[config.mk]
export PLATFORM = sky130hd
export DESIGN_NAME = edgeIrqUnit
export DESIGN_NICKNAME = d
export VERILOG_FILES = /design/src/rtl/edgeIrqPkg.sv /design/src/rtl/edgeIrqCtrl.sv /design/src/rtl/edgeIrqPath.sv /design/src/rtl/edgeIrqUnit.sv
export SDC_FILE = /design/constraint.sdc
export NUM_CORES = 1
export LEC_CHECK = 0
export CAP_MARGIN = 20
export CORE_ASPECT_RATIO = 1.2
export CORE_MARGIN = 1.5
export CORE_UTILIZATION = 43
export DETAILED_ROUTE_END_ITERATION = 7
export DONT_BUFFER_PORTS = 1
export GPL_TIMING_DRIVEN = 0
export PLACE_DENSITY_LB_ADDON = 0.12
export SYNTH_ARGS = -nofsm -noshare
export SYNTH_HDL_FRONTEND = slang
export SYNTH_SLANG_ARGS = --single-unit
[constraint.sdc]
create_clock -name clk -period 1.3 [get_ports clk]
set_input_delay 0.195 -clock clk [delete_from_list [all_inputs] [get_ports clk]]
set_output_delay 0.195 -clock clk [all_outputs]
set_load 0.02 [all_outputs]
[src/rtl/edgeIrqPkg.sv]
package edgeIrqPkg;
  typedef enum logic [1:0] {
    SEL_RISE = 2'd0,
    SEL_FALL = 2'd1,
    SEL_STAT = 2'd2,
    SEL_NONE = 2'd3
  } regSel_e;

  typedef struct packed {
    logic    wrRise;
    logic    wrFall;
    logic    wrClr;
    regSel_e rdSel;
  } ctrlStrobe_t;
endpackage

[src/rtl/edgeIrqCtrl.sv]
module edgeIrqCtrl
  import edgeIrqPkg::*;
(
  input  logic        busEn,
  input  logic        busWr,
  input  logic [1:0]  busAddr,
  output ctrlStrobe_t strobe
);
  regSel_e sel;

  always_comb begin
    case (busAddr)
      2'd0:    sel = SEL_RISE;
      2'd1:    sel = SEL_FALL;
      2'd2:    sel = SEL_STAT;
      default: sel = SEL_NONE;
    endcase
    strobe.wrRise = busEn && busWr && (sel == SEL_RISE);
    strobe.wrFall = busEn && busWr && (sel == SEL_FALL);
    strobe.wrClr  = busEn && busWr && (sel == SEL_STAT);
    strobe.rdSel  = sel;
  end
endmodule

[src/rtl/edgeIrqPath.sv]
module edgeIrqPath
  import edgeIrqPkg::*;
#(
  parameter int NUM_PINS    = 28,
  parameter int NUM_DIRECT  = 11,
  parameter int DATA_W      = 32,
  parameter int SYNC_STAGES = 2
) (
  input  logic                  clk,
  input  logic                  rstN,
  input  logic [NUM_PINS-1:0]   pinIn,
  input  ctrlStrobe_t           strobe,
  input  logic [NUM_PINS-1:0]   wrData,
  output logic [DATA_W-1:0]     rdData,
  output logic [NUM_DIRECT-1:0] irqDirect,
  output logic                  irqShared,
  output logic [NUM_PINS-1:0]   statusQ,
  output logic [NUM_PINS-1:0]   riseEnQ,
  output logic [NUM_PINS-1:0]   fallEnQ
);
  logic [NUM_PINS-1:0] syncQ [SYNC_STAGES];
  logic [NUM_PINS-1:0] prevQ;
  logic [NUM_PINS-1:0] levelNow;
  logic [NUM_PINS-1:0] edgeHit;

  always_ff @(posedge clk or negedge rstN) begin
    if (!rstN) syncQ[0] <= '0;
    else       syncQ[0] <= pinIn;
  end

  for (genvar s = 1; s < SYNC_STAGES; s++) begin : g_sync
    always_ff @(posedge clk or negedge rstN) begin
      if (!rstN) syncQ[s] <= '0;
      else       syncQ[s] <= syncQ[s-1];
    end
  end

  assign levelNow = syncQ[SYNC_STAGES-1];

  always_ff @(posedge clk or negedge rstN) begin
    if (!rstN) prevQ <= '0;
    else       prevQ <= levelNow;
  end

  assign edgeHit = (levelNow & ~prevQ & riseEnQ) | (~levelNow & prevQ & fallEnQ);

  always_ff @(posedge clk or negedge rstN) begin
    if (!rstN) begin
      riseEnQ <= '0;
      fallEnQ <= '0;
      statusQ <= '0;
    end else begin
      if (strobe.wrRise) riseEnQ <= wrData;
      if (strobe.wrFall) fallEnQ <= wrData;
      statusQ <= (statusQ & ~(strobe.wrClr ? wrData : '0)) | edgeHit;
    end
  end

  always_comb begin
    case (strobe.rdSel)
      SEL_RISE: rdData = DATA_W'(riseEnQ);
      SEL_FALL: rdData = DATA_W'(fallEnQ);
      SEL_STAT: rdData = DATA_W'(statusQ);
      default:  rdData = '0;
    endcase
  end

  assign irqDirect = statusQ[NUM_DIRECT-1:0];
  assign irqShared = |statusQ[NUM_PINS-1:NUM_DIRECT];
endmodule

[src/rtl/edgeIrqUnit.sv]
module edgeIrqUnit
  import edgeIrqPkg::*;
#(
  parameter int NUM_PINS   = 28,
  parameter int NUM_DIRECT = 11,
  parameter int DATA_W     = 32
) (
  input  logic                  clk,
  input  logic                  rstN,
  input  logic [NUM_PINS-1:0]   pinIn,
  input  logic                  busEn,
  input  logic                  busWr,
  input  logic [1:0]            busAddr,
  input  logic [DATA_W-1:0]     busWrData,
  output logic [DATA_W-1:0]     busRdData,
  output logic [NUM_DIRECT-1:0] irqDirect,
  output logic                  irqShared
);
  ctrlStrobe_t         strobe;
  logic [NUM_PINS-1:0] statusQ;
  logic [NUM_PINS-1:0] riseEnQ;
  logic [NUM_PINS-1:0] fallEnQ;
  logic                unusedHiBits;

  assign unusedHiBits = ^busWrData[DATA_W-1:NUM_PINS];

  edgeIrqCtrl u_ctrl (
    .busEn  (busEn),
    .busWr  (busWr),
    .busAddr(busAddr),
    .strobe (strobe)
  );

  edgeIrqPath #(
    .NUM_PINS  (NUM_PINS),
    .NUM_DIRECT(NUM_DIRECT),
    .DATA_W    (DATA_W)
  ) u_path (
    .clk      (clk),
    .rstN     (rstN),
    .pinIn    (pinIn),
    .strobe   (strobe),
    .wrData   (busWrData[NUM_PINS-1:0]),
    .rdData   (busRdData),
    .irqDirect(irqDirect),
    .irqShared(irqShared),
    .statusQ  (statusQ),
    .riseEnQ  (riseEnQ),
    .fallEnQ  (fallEnQ)
  );
endmodule

==> results <==
- The width of the die is 114 um.
- The overall die area is 15600 um2.
- CTS built an H-tree with a depth of 4.
- The mean instance size in the synthesized netlist is 12.2 um2.
- The unique cell type count in the Yosys netlist is 23.
- The total overflow left after global routing is 0.
- The final cycle utilization of the critical path is 1.58.
- The final wirelength is 14400 um.
- In this run the cell area of the synthesized design comes to 6380 um2.
- The final reports fail on hold timing, setup timing.
- The layout overhead on the synthesized area is 30.9%.
- In this run, post-CTS hold repair placed 56 buffers.
- The critical path is of the flip-flop to primary output type.
- The cell chosen for the clock root is sky130_fd_sc_hd__clkbuf_16.
- The initial antenna violation count is 0.
- On the critical path, the stage with the largest delay is an instance of sky130_fd_sc_hd__or4_4.
- The run finished, with violations left.
- The post-route DRC violation count is 0.
- The flip-flop and latch area is 4200 um2.
- The number of nets in the layout is 718.
- The clock skew is 0.00614 ns.
- The number of diodes added for antenna fixing is 0.
- The clock passes through at most 2 buffers.
- The max-slew violation total from the final report is 0.
- The synthesized netlist cell count is 522.
- The synthesized design contains 168 register bits.
- The minimum clock period is 2.06 ns.
- The congestion estimate from routability-driven global placement came to 0.762.
- Of the post-synthesis cell area, the dominant cell type holds 0.659.
- The achievable clock frequency is 486 MHz.
- The kind of start point of the critical path is a flip-flop.
- The transition time of the tightest slew-check pin is 0.900 ns.
- The critical path goes through nor4_4, nand4_1, or4_4.
- The vias per cell is 5.28.
- The detailed router placed 4438 vias in this run.
- The number of clock buffers inserted by TritonCTS is 17.
- The depth of the most critical reg-to-reg path is 3.
- The remaining antenna violation count after routing is 0.
- The multi-input combinational cells in the finished layout cover a total of 2000 um2.
- The share of post-route cells with drive strength above 1 is 0.259.
- The CTS tree is built.
- The max-capacitance violation count is 0.
- The via count of the first global-routing pass came to 4494.
- The arrival time of data at the critical path endpoint is 1.86 ns.
- The library cell occupying the most area in the post-synthesis netlist is sky130_fd_sc_hd__dfrtp_1.
- The first global-routing pass estimated 22900 um of wire.
- The initialized floorplan defines 48 standard-cell rows.
- The CTS clock-pin slew for the worst setup and hold paths is 0.06 ns.
- The least setup slack across all paths after layout is -0.758 ns.
- The headroom to the max-slew limit is 0.400.
- The sequential fraction of the synthesis area is 0.659.
- With fillers left out, the area of the finished cells amounts to 8350 um2.
- By area the synthesized netlist is led by sky130_fd_sc_hd__dfrtp_1 (66%), sky130_fd_sc_hd__o21ai_0 (6.6%), sky130_fd_sc_hd__nand2_1 (4.9%), sky130_fd_sc_hd__mux2_2 (4.8%), sky130_fd_sc_hd__mux2i_1 (4.4%).
- The core box area is 14400 um2.
- The path class of the tightest hold or removal check is input port to asynchronous set/reset pin.
- The data required time of the worst path is 1.11 ns.
- The wire-length estimate of the detail-placed layout is 8850 um.
- The tree built by TritonCTS fans out to 168 sinks.
- The first TritonRoute pass finished after 5 iterations.
- Across every metal layer, demand over resource in global routing totals 0.197.
- For this configuration, the core starts out at a cell density of 0.442.
- Setup repair after global routing could not meet its margin everywhere.
- In this run the power density over the cells is 1650 nW/um2.
- The number of endpoints with negative hold slack in the final report is 168.
- The post-place instance area is 6610 um2.
- Dividing the detail-routed wire length by the instance count gives 17.2 um.
- IR analysis of the VDD net gives a maximum drop of 0.891 mV.
- On the final layout, the worst hold slack is -0.538 ns.
- In this run the static leakage power is 3.72 nW.
- The Yosys step of the flow raised 0 warnings.
- The clock reaches the later pin of the worst-skew pair after 0.42 ns.
- The chip height is 136 um.
- In this design, the stage delay of the slowest critical-path cell is 0.50 ns.
- The category of the worst setup path capture point is a primary output.
- Entering global routing, the biggest net connects 169 pins.
- The final number of setup-violating endpoints is 27.
- The total of fill cells in the finished design is 1213.
- The I/O pin count is 110.
- Of all nets on the critical path, the largest fanout is 3.
- The violation count after the first detailed-route iteration is 176.
- The number of buffer cells added on primary ports is 0.
[synthesized netlist by cell type]
master,instances
sky130_fd_sc_hd__dfrtp_1,168
sky130_fd_sc_hd__nand2_1,84
sky130_fd_sc_hd__o21ai_0,84
sky130_fd_sc_hd__nand3b_1,29
sky130_fd_sc_hd__inv_1,28
sky130_fd_sc_hd__mux2i_1,28
sky130_fd_sc_hd__mux2_2,27
sky130_fd_sc_hd__o211ai_1,27
sky130_fd_sc_hd__buf_4,20
sky130_fd_sc_hd__buf_2,6
sky130_fd_sc_hd__clkbuf_1,6
sky130_fd_sc_hd__nor4_1,3
sky130_fd_sc_hd__buf_6,2
sky130_fd_sc_hd__conb_1,1
sky130_fd_sc_hd__mux2_1,1
sky130_fd_sc_hd__nand3_1,1
sky130_fd_sc_hd__nand4_1,1
sky130_fd_sc_hd__nand4b_1,1
sky130_fd_sc_hd__nand4b_2,1
sky130_fd_sc_hd__nor2_1,1
sky130_fd_sc_hd__nor2b_1,1
sky130_fd_sc_hd__nor3_4,1
sky130_fd_sc_hd__or4_1,1
[logic make-up after synthesis]
logic type | Yosys count | share of synthesized area
simple gates | 124 | 0.0973
other cells | 1 | 0.000588
mux | 56 | 0.0934
buf+inv | 62 | 0.0518
flops | 168 | 0.659
compound gates | 111 | 0.0977
[stage by stage]
| step | total power [mW] | utilization | std cells | setup slack [ns] | setup TNS (ns) |
|---|---|---|---|---|---|
| after global routing | 14.4 | 0.579 | 840 | -0.831 | -3.52 |
| after floorplan | 7.50 | - | 525 | -0.0859 | -0.0859 |
| final | 13.8 | 0.579 | 840 | -0.758 | -1.79 |
| after CTS | 13.8 | 0.571 | 826 | -0.791 | -2.68 |
| after global placement | 7.77 | 0.459 | 700 | -0.507 | -15.12 |
| after detailed placement | 7.86 | 0.459 | 700 | -0.503 | -16.21 |
[final timing paths]
check	from	end	slack, ns
setup / recovery	u_path.statusQ[26]	irqShared	-0.76
max in group asynchronous	rstN	u_path.prevQ[1]	1.60
setup reg to reg	u_path.riseEnQ[2]	u_path.riseEnQ[2]	0.28
min in group clk	busAddr[0]	u_path.riseEnQ[0]	0.10
hold reg to reg	u_path.syncQ[50]	u_path.levelNow[22]	0.35
hold / removal	rstN	u_path.statusQ[8]	-0.54
[layout make-up]
cell class,instances,share of cell area
clock inverter,10,0.0171
tap,175,0.0262
clock buffer,22,0.0580
timing repair buffer,108,0.114
buffer,34,0.0294
sequential,168,0.504
inverter,28,0.0126
multi-input combinational,295,0.239
[cell usage in the layout, fill, tap and decap left out, types with 2 or more instances in the layout]
cell | synthesis | layout
sky130_fd_sc_hd__buf_2 | 6 | 4
sky130_fd_sc_hd__clkinvlp_4 | 0 | 4
sky130_fd_sc_hd__bufinv_16 | 0 | 3
sky130_fd_sc_hd__nand2_1 | 84 | 84
sky130_fd_sc_hd__o21ai_2 | 0 | 28
sky130_fd_sc_hd__inv_1 | 28 | 28
sky130_fd_sc_hd__mux2i_1 | 28 | 27
sky130_fd_sc_hd__buf_6 | 2 | 6
sky130_fd_sc_hd__buf_4 | 20 | 70
sky130_fd_sc_hd__conb_1 | 1 | 4
sky130_fd_sc_hd__nand3b_1 | 29 | 29
sky130_fd_sc_hd__nor4_4 | 0 | 2
sky130_fd_sc_hd__o211ai_1 | 27 | 27
sky130_fd_sc_hd__clkbuf_16 | 0 | 17
sky130_fd_sc_hd__clkinv_4 | 0 | 2
sky130_fd_sc_hd__o21ai_0 | 84 | 56
sky130_fd_sc_hd__clkbuf_8 | 0 | 4
sky130_fd_sc_hd__dlygate4sd3_1 | 0 | 56
sky130_fd_sc_hd__clkbuf_1 | 6 | 7
sky130_fd_sc_hd__mux2_2 | 27 | 27
sky130_fd_sc_hd__dfrtp_1 | 168 | 168
[where the power goes]
| part | internal (mW) | switching [mW] |
|---|---|---|
| logic | 1.14 | 1.08 |
| registers | 5.87 | 0.443 |
| clock network | 3.23 | 2.02 |
[critical path: cells and delay by family (launching register included)]
kind | cells | cell delay (ns)
flip-flops | 1 | 0.42
AND/OR/NAND/NOR | 3 | 1.01
[timing repair]
action,in CTS,in global routing
setup endpoints to repair,29,29
hold endpoints to repair,253,168
buffers inserted,38,14
pin swaps,19,23
resized for setup,44,3
gates cloned,0,0
[metal layers]
metal | up-vias | global-route usage | share of wire
met5 | - | 0 | 0
met4 | 0 | 0.101 | 0.019
met3 | 22 | 0.0606 | 0.055
met2 | 117 | 0.322 | 0.51
met1 | 2256 | 0.235 | 0.42
li1 | 2043 | - | -
[registers in the layout, summed over array words and instances (netlist names)]
register	flops
u_path.riseEnQ	28
u_path.fallEnQ	28
u_path.syncQ	28
u_path.levelNow	28
u_path.statusQ	28
u_path.prevQ	28
Note: power is estimated with default switching activity, not from simulation.
